## config.mk

```make
export PLATFORM = sky130hd
export DESIGN_NAME = sdram_row_seq
export DESIGN_NICKNAME = d
export VERILOG_FILES = /design/src/rtl/sdr_seq_pkg.sv /design/src/rtl/sdr_row_table.sv /design/src/rtl/sdr_wait_cnt.sv /design/src/rtl/sdr_rd_valid.sv /design/src/rtl/sdram_row_seq.sv
export SDC_FILE = /design/constraint.sdc
export NUM_CORES = 1
export LEC_CHECK = 0
export BUFFER_PORTS_ARGS = -buffer_cell sky130_fd_sc_hd__buf_2
export CORE_UTILIZATION = 50
export DETAILED_ROUTE_END_ITERATION = 12
export GPL_TIMING_DRIVEN = 0
export PLACE_DENSITY_LB_ADDON = 0.1
export SETUP_SLACK_MARGIN = 0.05
export SLEW_MARGIN = 20
export SYNTH_ARGS = -nofsm -noshare
export SYNTH_HDL_FRONTEND = slang
export SYNTH_SLANG_ARGS = --single-unit
export TNS_END_PERCENT = 30
```

## constraint.sdc

```tcl
create_clock -name clk -period 2.3 [get_ports clk]
set_clock_uncertainty 0.05 [all_clocks]
set_input_delay 0.46 -clock clk [delete_from_list [all_inputs] [get_ports clk]]
set_output_delay 0.46 -clock clk [all_outputs]
set_load 0.01 [all_outputs]
```

## src/rtl/sdr_seq_pkg.sv

```systemverilog
package sdr_seq_pkg;

  // Command pins {cs_n, ras_n, cas_n, we_n}
  localparam logic [3:0] CMD_NOP  = 4'b0111;
  localparam logic [3:0] CMD_ACT  = 4'b0011;
  localparam logic [3:0] CMD_READ = 4'b0101;
  localparam logic [3:0] CMD_WRIT = 4'b0100;
  localparam logic [3:0] CMD_PRE  = 4'b0010;
  localparam logic [3:0] CMD_REF  = 4'b0001;

  typedef enum logic [2:0] {
    ST_IDLE,
    ST_PREA,
    ST_REF,
    ST_PRE,
    ST_ACT,
    ST_NOP,
    ST_RW,
    ST_WAIT
  } seq_state_e;

endpackage

```

## src/rtl/sdr_row_table.sv

```systemverilog
module sdr_row_table #(
  parameter int NUM_BANKS = 4,
  parameter int ROW_W     = 12,
  localparam int BANK_W   = $clog2(NUM_BANKS)
) (
  input  logic              clk,
  input  logic              rst_n,
  input  logic              clear_all,
  input  logic              open_en,
  input  logic              close_en,
  input  logic [BANK_W-1:0] upd_bank,
  input  logic [ROW_W-1:0]  upd_row,
  input  logic [BANK_W-1:0] look_bank,
  input  logic [ROW_W-1:0]  look_row,
  output logic              look_open,
  output logic              look_hit,
  output logic              any_open
);

  logic [NUM_BANKS-1:0] open_q;
  logic [ROW_W-1:0]     row_q [NUM_BANKS];

  for (genvar g = 0; g < NUM_BANKS; g++) begin : g_bank
    logic sel_b;
    logic open_en_b;
    logic open_n_b;

    assign sel_b     = (upd_bank == BANK_W'(g));
    assign open_en_b = clear_all | (sel_b & (open_en | close_en));
    assign open_n_b  = ~clear_all & sel_b & open_en;

    always_ff @(posedge clk or negedge rst_n) begin
      if (!rst_n) begin
        open_q[g] <= 1'b0;
      end else if (open_en_b) begin
        open_q[g] <= open_n_b;
      end
    end

    always_ff @(posedge clk) begin
      if (sel_b & open_en) begin
        row_q[g] <= upd_row;
      end
    end
  end

  assign look_open = open_q[look_bank];
  assign look_hit  = look_open & (row_q[look_bank] == look_row);
  assign any_open  = |open_q;

  // a refresh leaves no bank open
  p_refresh_clears_r9: assert property (@(posedge clk) disable iff (!rst_n)
    clear_all |=> (open_q == '0));

endmodule

```

## src/rtl/sdr_wait_cnt.sv

```systemverilog
module sdr_wait_cnt #(
  parameter int CNT_W = 6
) (
  input  logic             clk,
  input  logic             rst_n,
  input  logic             load,
  input  logic [CNT_W-1:0] load_val,
  output logic             zero
);

  logic [CNT_W-1:0] cnt_q;
  logic [CNT_W-1:0] cnt_n;

  always_comb begin
    if (load) begin
      cnt_n = load_val;
    end else if (cnt_q != '0) begin
      cnt_n = cnt_q - CNT_W'(1);
    end else begin
      cnt_n = cnt_q;
    end
  end

  always_ff @(posedge clk or negedge rst_n) begin
    if (!rst_n) begin
      cnt_q <= '0;
    end else begin
      cnt_q <= cnt_n;
    end
  end

  assign zero = (cnt_q == '0);

endmodule

```

## src/rtl/sdr_rd_valid.sv

```systemverilog
module sdr_rd_valid #(
  parameter int BEAT_W = 3
) (
  input  logic              clk,
  input  logic              rst_n,
  input  logic              issue,
  input  logic [1:0]        cas_lat,
  input  logic [BEAT_W-1:0] beats,
  output logic              valid
);

  logic [1:0]        dly_q, dly_n;
  logic [BEAT_W-1:0] rem_q, rem_n;

  always_comb begin
    dly_n = dly_q;
    rem_n = rem_q;
    if (issue) begin
      dly_n = cas_lat - 2'd1;
      rem_n = beats;
    end else if (dly_q != 2'd0) begin
      dly_n = dly_q - 2'd1;
    end else if (rem_q != '0) begin
      rem_n = rem_q - BEAT_W'(1);
    end
  end

  always_ff @(posedge clk or negedge rst_n) begin
    if (!rst_n) begin
      dly_q <= 2'd0;
      rem_q <= '0;
    end else begin
      dly_q <= dly_n;
      rem_q <= rem_n;
    end
  end

  assign valid = (dly_q == 2'd0) && (rem_q != '0);

  // a new READ is only issued once the previous burst has returned
  p_issue_quiet_r11: assert property (@(posedge clk) disable iff (!rst_n)
    issue |-> (rem_q == '0));

endmodule

```

## src/rtl/sdram_row_seq.sv

```systemverilog
module sdram_row_seq
  import sdr_seq_pkg::*;
#(
  parameter int NUM_BANKS = 4,
  parameter int ROW_W     = 12,
  parameter int COL_W     = 8,
  parameter int BE_W      = 2,
  parameter int AP_BIT    = 10,
  parameter int BURST_LEN = 4,
  parameter int TIM_W     = 4,
  localparam int BANK_W   = $clog2(NUM_BANKS),
  localparam int BEAT_W   = $clog2(BURST_LEN + 1),
  localparam int CNT_W    = TIM_W + 2
) (
  input  logic              clk,
  input  logic              rst_n,
  input  logic              req_valid,
  output logic              req_ready,
  input  logic              req_local,
  input  logic              req_write,
  input  logic              req_burst,
  input  logic [BANK_W-1:0] req_bank,
  input  logic [ROW_W-1:0]  req_row,
  input  logic [COL_W-1:0]  req_col,
  input  logic [BE_W-1:0]   req_be,
  input  logic              refresh_req,
  input  logic              cfg_bank_active,
  input  logic [1:0]        cfg_cas_lat,
  input  logic [TIM_W-1:0]  cfg_trcd,
  input  logic [TIM_W-1:0]  cfg_trp,
  input  logic [TIM_W-1:0]  cfg_trwl_tap,
  input  logic [TIM_W-1:0]  cfg_trfc,
  output logic              sd_cs_n,
  output logic              sd_ras_n,
  output logic              sd_cas_n,
  output logic              sd_we_n,
  output logic [ROW_W-1:0]  sd_addr,
  output logic [BANK_W-1:0] sd_ba,
  output logic [BE_W-1:0]   sd_dqm,
  output logic              acc_done,
  output logic              rd_valid
);

  // ---------------- reset: asynchronous assert, synchronous release
  logic [1:0] rs_q;
  logic       rst_i_n;

  always_ff @(posedge clk or negedge rst_n) begin
    if (!rst_n) begin
      rs_q <= 2'b00;
    end else begin
      rs_q <= {rs_q[0], 1'b1};
    end
  end
  assign rst_i_n = rs_q[1];

  // ---------------- state
  seq_state_e state_q, state_n, ret_q, ret_n;
  logic acc_q, acc_n;
  logic done_q, done_n;
  logic ref_pend_q, ref_pend_n;

  logic [BANK_W-1:0] r_bank;
  logic [ROW_W-1:0]  r_row;
  logic [COL_W-1:0]  r_col;
  logic [BE_W-1:0]   r_be;
  logic              r_wr;
  logic              r_burst;

  logic accept;
  logic ap_mode;
  logic cl_one;
  logic [BEAT_W-1:0] beats;
  logic [CNT_W-1:0]  drain;

  // table and helpers
  logic tbl_clear, tbl_open, tbl_close;
  logic look_open, look_hit, any_open;
  logic cnt_load, cnt_zero;
  logic [CNT_W-1:0] cnt_val;
  logic rd_issue;

  assign req_ready = (state_q == ST_IDLE) && !ref_pend_q;
  assign accept    = req_valid && req_ready;
  assign ap_mode   = !cfg_bank_active;
  assign cl_one    = (cfg_cas_lat == 2'd1);
  assign beats     = r_burst ? BEAT_W'(BURST_LEN) : BEAT_W'(1);

  always_comb begin
    if (r_wr) begin
      drain = CNT_W'(beats) + (ap_mode ? CNT_W'(cfg_trwl_tap) : '0);
    end else begin
      drain = CNT_W'(cfg_cas_lat) + CNT_W'(beats) + (ap_mode ? CNT_W'(cfg_trp) : '0);
    end
  end

  // ---------------- submodules
  sdr_row_table #(
    .NUM_BANKS (NUM_BANKS),
    .ROW_W     (ROW_W)
  ) u_table (
    .clk       (clk),
    .rst_n     (rst_i_n),
    .clear_all (tbl_clear),
    .open_en   (tbl_open),
    .close_en  (tbl_close),
    .upd_bank  (r_bank),
    .upd_row   (r_row),
    .look_bank (req_bank),
    .look_row  (req_row),
    .look_open (look_open),
    .look_hit  (look_hit),
    .any_open  (any_open)
  );

  sdr_wait_cnt #(
    .CNT_W (CNT_W)
  ) u_wait (
    .clk      (clk),
    .rst_n    (rst_i_n),
    .load     (cnt_load),
    .load_val (cnt_val),
    .zero     (cnt_zero)
  );

  sdr_rd_valid #(
    .BEAT_W (BEAT_W)
  ) u_rdv (
    .clk     (clk),
    .rst_n   (rst_i_n),
    .issue   (rd_issue),
    .cas_lat (cfg_cas_lat),
    .beats   (beats),
    .valid   (rd_valid)
  );

  // ---------------- next-state logic
  logic             adv;
  logic [CNT_W-1:0] spc;
  seq_state_e       tgt;

  always_comb begin
    state_n   = state_q;
    ret_n     = ret_q;
    acc_n     = acc_q;
    done_n    = 1'b0;
    cnt_load  = 1'b0;
    cnt_val   = '0;
    tbl_clear = 1'b0;
    tbl_open  = 1'b0;
    tbl_close = 1'b0;
    rd_issue  = 1'b0;
    adv       = 1'b0;
    spc       = CNT_W'(1);
    tgt       = ST_IDLE;

    unique case (state_q)
      ST_IDLE: begin
        if (ref_pend_q) begin
          adv = 1'b1;
          tgt = any_open ? ST_PREA : ST_REF;
        end else if (req_valid) begin
          if (!req_local) begin
            done_n = 1'b1;
          end else begin
            acc_n = 1'b1;
            adv   = 1'b1;
            if (look_hit) begin
              tgt = (!req_write && cl_one) ? ST_NOP : ST_RW;
            end else if (look_open) begin
              tgt = ST_PRE;
            end else begin
              tgt = ST_ACT;
            end
          end
        end
      end
      ST_PREA: begin
        adv = 1'b1;
        spc = CNT_W'(cfg_trp);
        tgt = ST_REF;
      end
      ST_REF: begin
        adv       = 1'b1;
        spc       = CNT_W'(cfg_trfc);
        tgt       = ST_IDLE;
        tbl_clear = 1'b1;
      end
      ST_PRE: begin
        adv       = 1'b1;
        spc       = CNT_W'(cfg_trp);
        tgt       = ST_ACT;
        tbl_close = 1'b1;
      end
      ST_ACT: begin
        adv = 1'b1;
        spc = CNT_W'(cfg_trcd);
        tgt = ST_RW;
      end
      ST_NOP: begin
        adv = 1'b1;
        tgt = ST_RW;
      end
      ST_RW: begin
        adv       = 1'b1;
        spc       = drain;
        tgt       = ST_IDLE;
        rd_issue  = !r_wr;
        tbl_close = ap_mode;
        tbl_open  = !ap_mode;
      end
      ST_WAIT: begin
        if (cnt_zero) begin
          state_n = ret_q;
        end
      end
      default: state_n = ST_IDLE;
    endcase

    if (adv) begin
      if (spc <= CNT_W'(1)) begin
        state_n = tgt;
      end else begin
        state_n  = ST_WAIT;
        ret_n    = tgt;
        cnt_load = 1'b1;
        cnt_val  = spc - CNT_W'(2);
      end
    end

    if (acc_q && state_n == ST_IDLE) begin
      done_n = 1'b1;
      acc_n  = 1'b0;
    end
  end

  assign ref_pend_n = refresh_req | (ref_pend_q & (state_q != ST_REF));

  // ---------------- registers
  always_ff @(posedge clk or negedge rst_i_n) begin
    if (!rst_i_n) begin
      state_q    <= ST_IDLE;
      ret_q      <= ST_IDLE;
      acc_q      <= 1'b0;
      done_q     <= 1'b0;
      ref_pend_q <= 1'b0;
    end else begin
      state_q    <= state_n;
      ret_q      <= ret_n;
      acc_q      <= acc_n;
      done_q     <= done_n;
      ref_pend_q <= ref_pend_n;
    end
  end

  always_ff @(posedge clk) begin
    if (accept) begin
      r_bank  <= req_bank;
      r_row   <= req_row;
      r_col   <= req_col;
      r_be    <= req_be;
      r_wr    <= req_write;
      r_burst <= req_burst;
    end
  end

  // ---------------- output decode from registered state
  logic [3:0] cmd;

  always_comb begin
    cmd     = CMD_NOP;
    sd_addr = '0;
    sd_ba   = '0;
    unique case (state_q)
      ST_PREA: begin
        cmd             = CMD_PRE;
        sd_addr[AP_BIT] = 1'b1;
      end
      ST_REF: cmd = CMD_REF;
      ST_PRE: begin
        cmd   = CMD_PRE;
        sd_ba = r_bank;
      end
      ST_ACT: begin
        cmd     = CMD_ACT;
        sd_addr = r_row;
        sd_ba   = r_bank;
      end
      ST_RW: begin
        cmd                  = r_wr ? CMD_WRIT : CMD_READ;
        sd_addr[COL_W-1:0]   = r_col;
        sd_addr[AP_BIT]      = ap_mode;
        sd_ba                = r_bank;
      end
      default: cmd = CMD_NOP;
    endcase
  end

  assign {sd_cs_n, sd_ras_n, sd_cas_n, sd_we_n} = cmd;
  assign sd_dqm   = acc_q ? ~r_be : {BE_W{1'b1}};
  assign acc_done = done_q;

  // ---------------- assertions
  logic is_col_cmd;
  assign is_col_cmd = (cmd == CMD_READ) || (cmd == CMD_WRIT);

  // auto-precharge bit follows the mode on every column command
  p_ap_bit_r2: assert property (@(posedge clk) disable iff (!rst_i_n)
    is_col_cmd |-> (sd_addr[AP_BIT] == !cfg_bank_active));

  // row hit goes straight to the column command
  p_hit_direct_r3: assert property (@(posedge clk) disable iff (!rst_i_n)
    (accept && req_local && look_hit && !(!req_write && cl_one)) |=> is_col_cmd);

  // CAS latency one row-hit read gets one NOP with the byte mask ahead of READ
  p_cl1_nop_r6: assert property (@(posedge clk) disable iff (!rst_i_n)
    (accept && req_local && look_hit && !req_write && cl_one)
      |=> (cmd == CMD_NOP && sd_dqm == ~$past(req_be)) ##1 (cmd == CMD_READ));

  // a pending refresh in idle leads to precharge-all or refresh
  p_ref_first_r9: assert property (@(posedge clk) disable iff (!rst_i_n)
    (state_q == ST_IDLE && ref_pend_q) |=> (cmd == CMD_PRE || cmd == CMD_REF));

  // other-region requests issue nothing and finish next cycle
  p_other_region_r10: assert property (@(posedge clk) disable iff (!rst_i_n)
    (accept && !req_local) |=> (cmd == CMD_NOP && acc_done));

  // no column command while read data is returning
  p_no_cmd_in_data_r11: assert property (@(posedge clk) disable iff (!rst_i_n)
    rd_valid |-> !is_col_cmd);

  // done is only signalled from idle
  p_done_idle_r12: assert property (@(posedge clk) disable iff (!rst_i_n)
    acc_done |-> (cmd == CMD_NOP && state_q == ST_IDLE));

endmodule

```

==> results of run 1 <==
-- layout by cell type, fill, tap and decap left out, drive strengths merged, types with 2 or more instances in the layout --
| cell type | netlist | routed |
|---|---|---|
| and2 | 8 | 8 |
| clkbuf | 10 | 14 |
| clkinv | 0 | 4 |
| nand2 | 27 | 27 |
| nor3b | 3 | 3 |
| nor2 | 25 | 25 |
| a31oi | 3 | 3 |
| edfxtp | 74 | 74 |
| inv | 17 | 18 |
| a21o | 5 | 5 |
| o22ai | 2 | 2 |
| xnor2 | 17 | 17 |
| nand4 | 2 | 2 |
| o21ai | 14 | 14 |
| nor3 | 5 | 5 |
| xor2 | 4 | 4 |
| buf | 5 | 92 |
| nor4 | 4 | 4 |
| a31o | 2 | 2 |
| nand2b | 10 | 10 |
| conb | 2 | 2 |
| clkinvlp | 0 | 3 |
| mux2 | 3 | 3 |
| nor2b | 9 | 9 |
| mux2i | 13 | 13 |
| fa | 2 | 2 |
| dfrtp | 26 | 26 |
| a21boi | 4 | 4 |
| and3 | 3 | 3 |
| nand3 | 8 | 8 |
| a21oi | 16 | 16 |
| ha | 11 | 11 |
| mux4 | 13 | 13 |
| nand3b | 6 | 6 |
| o31ai | 4 | 4 |
-- worst max-delay path by stage --
stage	end	depth (start not counted)	slack, ps	from
after global routing	u_wait.cnt_q[3]	11	-360	r_burst
after detailed placement	acc_q	9	-780	state_q[0]
after CTS	ret_q[1]	9	-250	r_burst
after floorplan	ret_q[1]	12	-340	cfg_bank_active
final	u_wait.cnt_q[4]	10	-240	r_burst
after global placement	u_table.row_q[0][2]	5	-960	state_q[2]
-- cells in the mapped netlist (all sizes together) (2+ instances only) --
library cell,n
o21ai,14
inv,17
nand4,2
clkbuf,10
nor4,4
fa,2
o31ai,4
nand3b,6
dfrtp,26
a31oi,3
xnor2,17
and3,3
a21oi,16
nor3,5
nor2,25
a31o,2
nor3b,3
a21boi,4
nand2b,10
conb,2
mux4,13
buf,5
nand2,27
edfxtp,74
nor2b,9
mux2,3
mux2i,13
a21o,5
ha,11
and2,8
nand3,8
o22ai,2
xor2,4
-- routing by layer --
metal	up-vias	GRT usage, %	part of all wire [%]
met3	13	3.40	3.9
met2	74	35.7	49
li1	1571	-	-
met1	1567	28.1	46
met4	0	6.47	1.1
met5	-	0	0
-- power by group --
group	internal (mW)	switching, mW	total, mW
clock network	0.411	0.642	1.05
logic	1.07	1.13	2.20
registers	2.15	0.167	2.32
total	3.63	1.94	5.57
-- flip-flops by register name, summed over array words and instances, names as in the netlist --
name and count:
r_col 8, u_rdv.rem_q 3, u_table.open_q 4, r_be 2
ret_q 3, acc_q 1, acc_done 1, ref_pend_q 1
u_table.row_q 48, u_rdv.dly_q 2, u_wait.cnt_q 6, r_burst 1
rs_q 2, r_wr 1, r_row 12, state_q 3
r_bank 2
-- repair_timing --
action | 4_1_cts | 5_1_grt
gates cloned | 1 | 0
endpoints found under the setup margin | 106 | 94
resized for setup | 27 | 15
buffers inserted | 12 | 2
hold endpoints to repair | 2 | 0
hold buffers | 1 | 0
pin swaps | 9 | 6
-- critical path, stage by stage, from the launching register on --
cell	delay, ps
edfxtp_1	430
fa_2	390
inv_2	70
fa_1	370
mux2i_1	150
a21oi_1	90
a2bb2oi_2	200
nand2_2	120
buf_4	160
nor2_2	70
mux2_2	330
-- cell type report --
cell class | instances | area [sq um] | share of cell area [%]
tap | 129 | 161 | 2.72
buffer | 12 | 141 | 2.38
timing repair inverter | 1 | 7.51 | 0.127
clock inverter | 7 | 60.1 | 1.01
multi-input combinational | 240 | 2010 | 33.9
inverter | 17 | 70.1 | 1.18
clock buffer | 9 | 124 | 2.09
sequential | 100 | 2880 | 48.5
timing repair buffer | 86 | 477 | 8.04
-- kinds of logic after synthesis --
group	Yosys count	synth area share (%)
AND/OR/NAND/NOR	115	12.3
flip-flops	100	58.6
AO/OA/AOI/OAI	60	8.16
buffers and inverters	32	3.14
multiplexers	29	10.3
XOR/XNOR	21	3.75
adder cells (fa/ha/maj)	13	3.62
other	2	0.153
==> qor.txt, run 1 <==
Outcome - finished with violations
Failing checks - negative setup slack
Routed Antenna Nets - 0
Cell Area, Synth - 4910 sq um
Total Routing Usage GR - 21.1%
Peak VDD IR - 0.445 mV
Worst path arrival time - 2740 ps
Starting Density - 52.3%
Clock buffer depth - 2
Post-route minimum period - 2540 ps
Synth area leader - edfxtp_1
Vias in the first global route - 3221
R2R Setup Slk - -240 ps
Leakage - 2.41 nW
H-tree depth - 3
Clk Latency, worst-skew pair - 370 ps
Synthesized Nets - 435
Worst Max-Slew Pin Slew - 552 ps
Place WS - -782 ps
Height of the die - 101 microns
Crit start category - flop
Area after DPL - 5510 sq um
Mean Syn Cell Area - 13.2 sq um
CP Max Fanout - 4
Clk pin slew, worst setup/hold paths - 100 ps
DRC - 0
Synth area leaders - edfxtp_1 (45%), dfrtp_1 (13%), mux4_1 (7.0%)
Slew HR - 63.2%
Cells after Synth - 372
GRT Residual Overflow - 0
# diodes - 0
EDFF count, synth - 74
Die W - 101 microns
Placer Congestion - 0.778
CP required - 2510 ps
I/O pins - 73
RSZ-0062 raised after global routing - true
Routed WL - 9910 microns
Fmax - 394 MHz
Max Cap Violations - 0
# clock sinks - 100
Final worst setup slack - -236 ps
Worst r2r path cells - 10
Cell variety after synth - 55
Initial antenna violation count - 0
Register area share after synthesis - 58.6%
YS warnings - 0
Synth Flop Type - edfxtp_1
DP HPWL - 6940 microns
Placeable Area - 9370 sq um
Share of post-route cells with drive strength above 1 - 32.4%
Root Buffer - clkbuf_8
Synth async-reset ratio - 26.0%
Nets - 530
Power Density - 939 nW/um^2
Number of synthesized register bits - 100
Vias - 3225
Layout Utilization - 63.3%
RR Endpoint - u_wait.cnt_q[4]
WHS - 211 ps
Hold WC Path Type - flop to async pin
First drt pass iteration count - 4
Max Slew Vio Count - 0
DR iter-0 viols - 237
Vias per std cell - 5.37
CTS tree - built
Area grow syn2layout - 20.9%
Hold Fails Final Rpt - 0
Port Buffer Count - 70
Final setup TNS - -2530 ps
Post-synth top area share - 45.3%
Final cell count without fillers - 601
Design Power - 5.57 mW
Crit. End Element - flop
Path type of the worst setup path - flop to flop
Die ar. - 10200 sq um
Crit Reg-Reg Startpoint - r_burst
Wirelength per Cell - 16.5 microns
Row count - 35
Inserted Clock Buffers - 9
Fillers - 752
Dpl cells - 572
Pin count of the biggest net entering global routing - 25
Post-route cell area - 5930 sq um
Period utilization - 110%
First-pass GRT wire length - 15800 microns
# setup viols final - 14
Power figures use the tool's default switching activity.
==> run 2: changes to the inputs <==
SETUP_SLACK_MARGIN = not set   (was 0.05)
SKIP_LAST_GASP = 1   (was not set)
==> qor.txt, run 2 (synthesized netlist as in run 1, its figures left out) <==
Outcome - finished with violations (unchanged)
Failing checks - negative setup slack (unchanged)
Design Power - 5.57 mW (about the same)
Power Density - 942 nW/um^2 (was 939 nW/um^2)
Place WS - -782 ps (unchanged)
Hold Fails Final Rpt - 0 (unchanged)
Commonest cells after routing, fill and taps aside - edfxtp_1 (74), buf_2 (73), nand2_1 (25) (unchanged)
Row count - 35 (unchanged)
DP HPWL - 6940 microns (unchanged)
Placeable Area - 9370 sq um (unchanged)
# setup viols final - 38 (was 14)
Post-route minimum period - 2540 ps (about the same)
Vias per std cell - 5.37 (about the same)
CP required - 2510 ps (about the same)
Worst Max-Slew Pin Slew - 793 ps (was 552 ps)
Initial antenna violation count - 0 (unchanged)
Leakage - 2.40 nW (was 2.41 nW)
GRT Residual Overflow - 0 (unchanged)
# clock sinks - 100 (unchanged)
CTS tree - built (unchanged)
Inserted Clock Buffers - 9 (unchanged)
Largest registers - u_table.row_q (48), r_row (12), r_col (8) (unchanged)
Final worst setup slack - -235 ps (was -236 ps)
Peak VDD IR - 0.447 mV (was 0.445 mV)
Path type of the worst setup path - flop to flop (unchanged)
Wirelength per Cell - 16.4 microns (was 16.5 microns)
Reg with most FFs - u_table.row_q (unchanged)
Crit. End Element - flop (unchanged)
Nets - 530 (unchanged)
Fmax - 394 MHz (about the same)
Clock buffer depth - 2 (unchanged)
Vias - 3226 (was 3225)
Max Cap Violations - 0 (unchanged)
Max reg flops - 48 (unchanged)
Area grow syn2layout - 20.5% (was 20.9%)
First-pass GRT wire length - 15800 microns (about the same)
First drt pass iteration count - 4 (unchanged)
Period utilization - 110% (about the same)
RSZ-0062 raised after global routing - true (unchanged)
Crit start category - flop (unchanged)
Total Routing Usage GR - 21.0% (was 21.1%)
# diodes - 0 (unchanged)
Hold WC Path Type - flop to async pin (unchanged)
Vias in the first global route - 3209 (was 3221)
I/O pins - 73 (unchanged)
DRC - 0 (unchanged)
Starting Density - 52.3% (unchanged)
Routed WL - 9840 microns (was 9910 microns)
CP Max Fanout - 4 (unchanged)
Share of post-route cells with drive strength above 1 - 32.6% (was 32.4%)
Worst path arrival time - 2740 ps (about the same)
H-tree depth - 3 (unchanged)
Max Slew Vio Count - 0 (unchanged)
Clk pin slew, worst setup/hold paths - 100 ps (about the same)
Fillers - 751 (was 752)
Slew HR - 47.1% (was 63.2%)
Height of the die - 101 microns (unchanged)
Most common cell after layout, fill and taps aside - edfxtp_1 (unchanged)
Placer Congestion - 0.778 (unchanged)
DR iter-0 viols - 159 (was 237)
Clk Latency, worst-skew pair - 370 ps (about the same)
Root Buffer - clkbuf_8 (unchanged)
Routed Antenna Nets - 0 (unchanged)
Port Buffer Count - 70 (unchanged)
Die ar. - 10200 sq um (unchanged)
Die W - 101 microns (unchanged)
Pin count of the biggest net entering global routing - 25 (unchanged)
## run 2: critical path, cell delays in order, from the launching register on
cell and delay [ps]:
edfxtp_1 430, fa_2 390, inv_2 70, fa_1 370, mux2i_1 140, a21oi_1 90, a2bb2oi_2 190, nand2_2 130
buf_4 160, nor2_2 70, mux2_2 330
## run 2: area by class of cell
| cell class | count | area (sq um) | area share [%] |
|---|---|---|---|
| timing repair buffer | 86 | 480 | 8.13 |
| inverter | 17 | 70.1 | 1.19 |
| multi-input combinational | 240 | 2010 | 34.0 |
| timing repair inverter | 1 | 5.00 | 0.0847 |
| tap | 129 | 161 | 2.73 |
| clock inverter | 7 | 60.1 | 1.02 |
| clock buffer | 9 | 124 | 2.10 |
| buffer | 12 | 126 | 2.14 |
| sequential | 100 | 2880 | 48.7 |
## run 2: timing repair
action                                 in CTS  in global routing
setup endpoints to repair                 103                 83
endpoints found under the hold margin       2                  0
cloned                                      1                  0
pin swaps                                   9                  6
gates resized for setup                    22                 14
buffers inserted                           12                  2
hold buffers                                1                  0
## run 2: worst paths after layout
path / slack (ps) / end / startpoint / cells after the start
setup / recovery: -240 / u_wait.cnt_q[4] / r_burst / 10
hold / removal: 210 / u_wait.cnt_q[1] / rs_q[1] / 0
setup reg to reg: -240 / u_wait.cnt_q[4] / r_burst / 10
hold reg to reg: 210 / u_wait.cnt_q[1] / rs_q[1] / 0
max in group asynchronous: 1590 / state_q[0] / rs_q[1] / 0
min in group clk: 210 / r_be[1] / req_be[1] / 1
## run 2: metal layers
metal / vias up / wire length (microns) / track usage (%)
met5: - / 0 / 0
met4: 0 / 58 / 6.02
met3: 7 / 405 / 3.40
met2: 75 / 4930 / 36.0
met1: 1579 / 4450 / 27.6
li1: 1565 / - / -
## run 2: where the power goes
part	total, mW	internal, mW	switching (mW)
combinational	2.20	1.07	1.13
clock	1.05	0.411	0.642
sequential	2.32	2.15	0.166
total	5.57	3.63	1.94
## run 2: stage by stage
stage | instance area (sq um) | cells | setup TNS (ps) | util [%] | hold WS [ps]
after floorplan | 4970 | 372 | -5350 | - | 114
after global placement | 5480 | 571 | -42990 | 58.5 | 197
after detailed placement | 5510 | 572 | -23230 | 58.7 | 197
after CTS | 5850 | 599 | -3180 | 62.4 | 199
after global routing | 5910 | 601 | -10320 | 63.1 | 192
final | 5910 | 601 | -4070 | 63.1 | 209
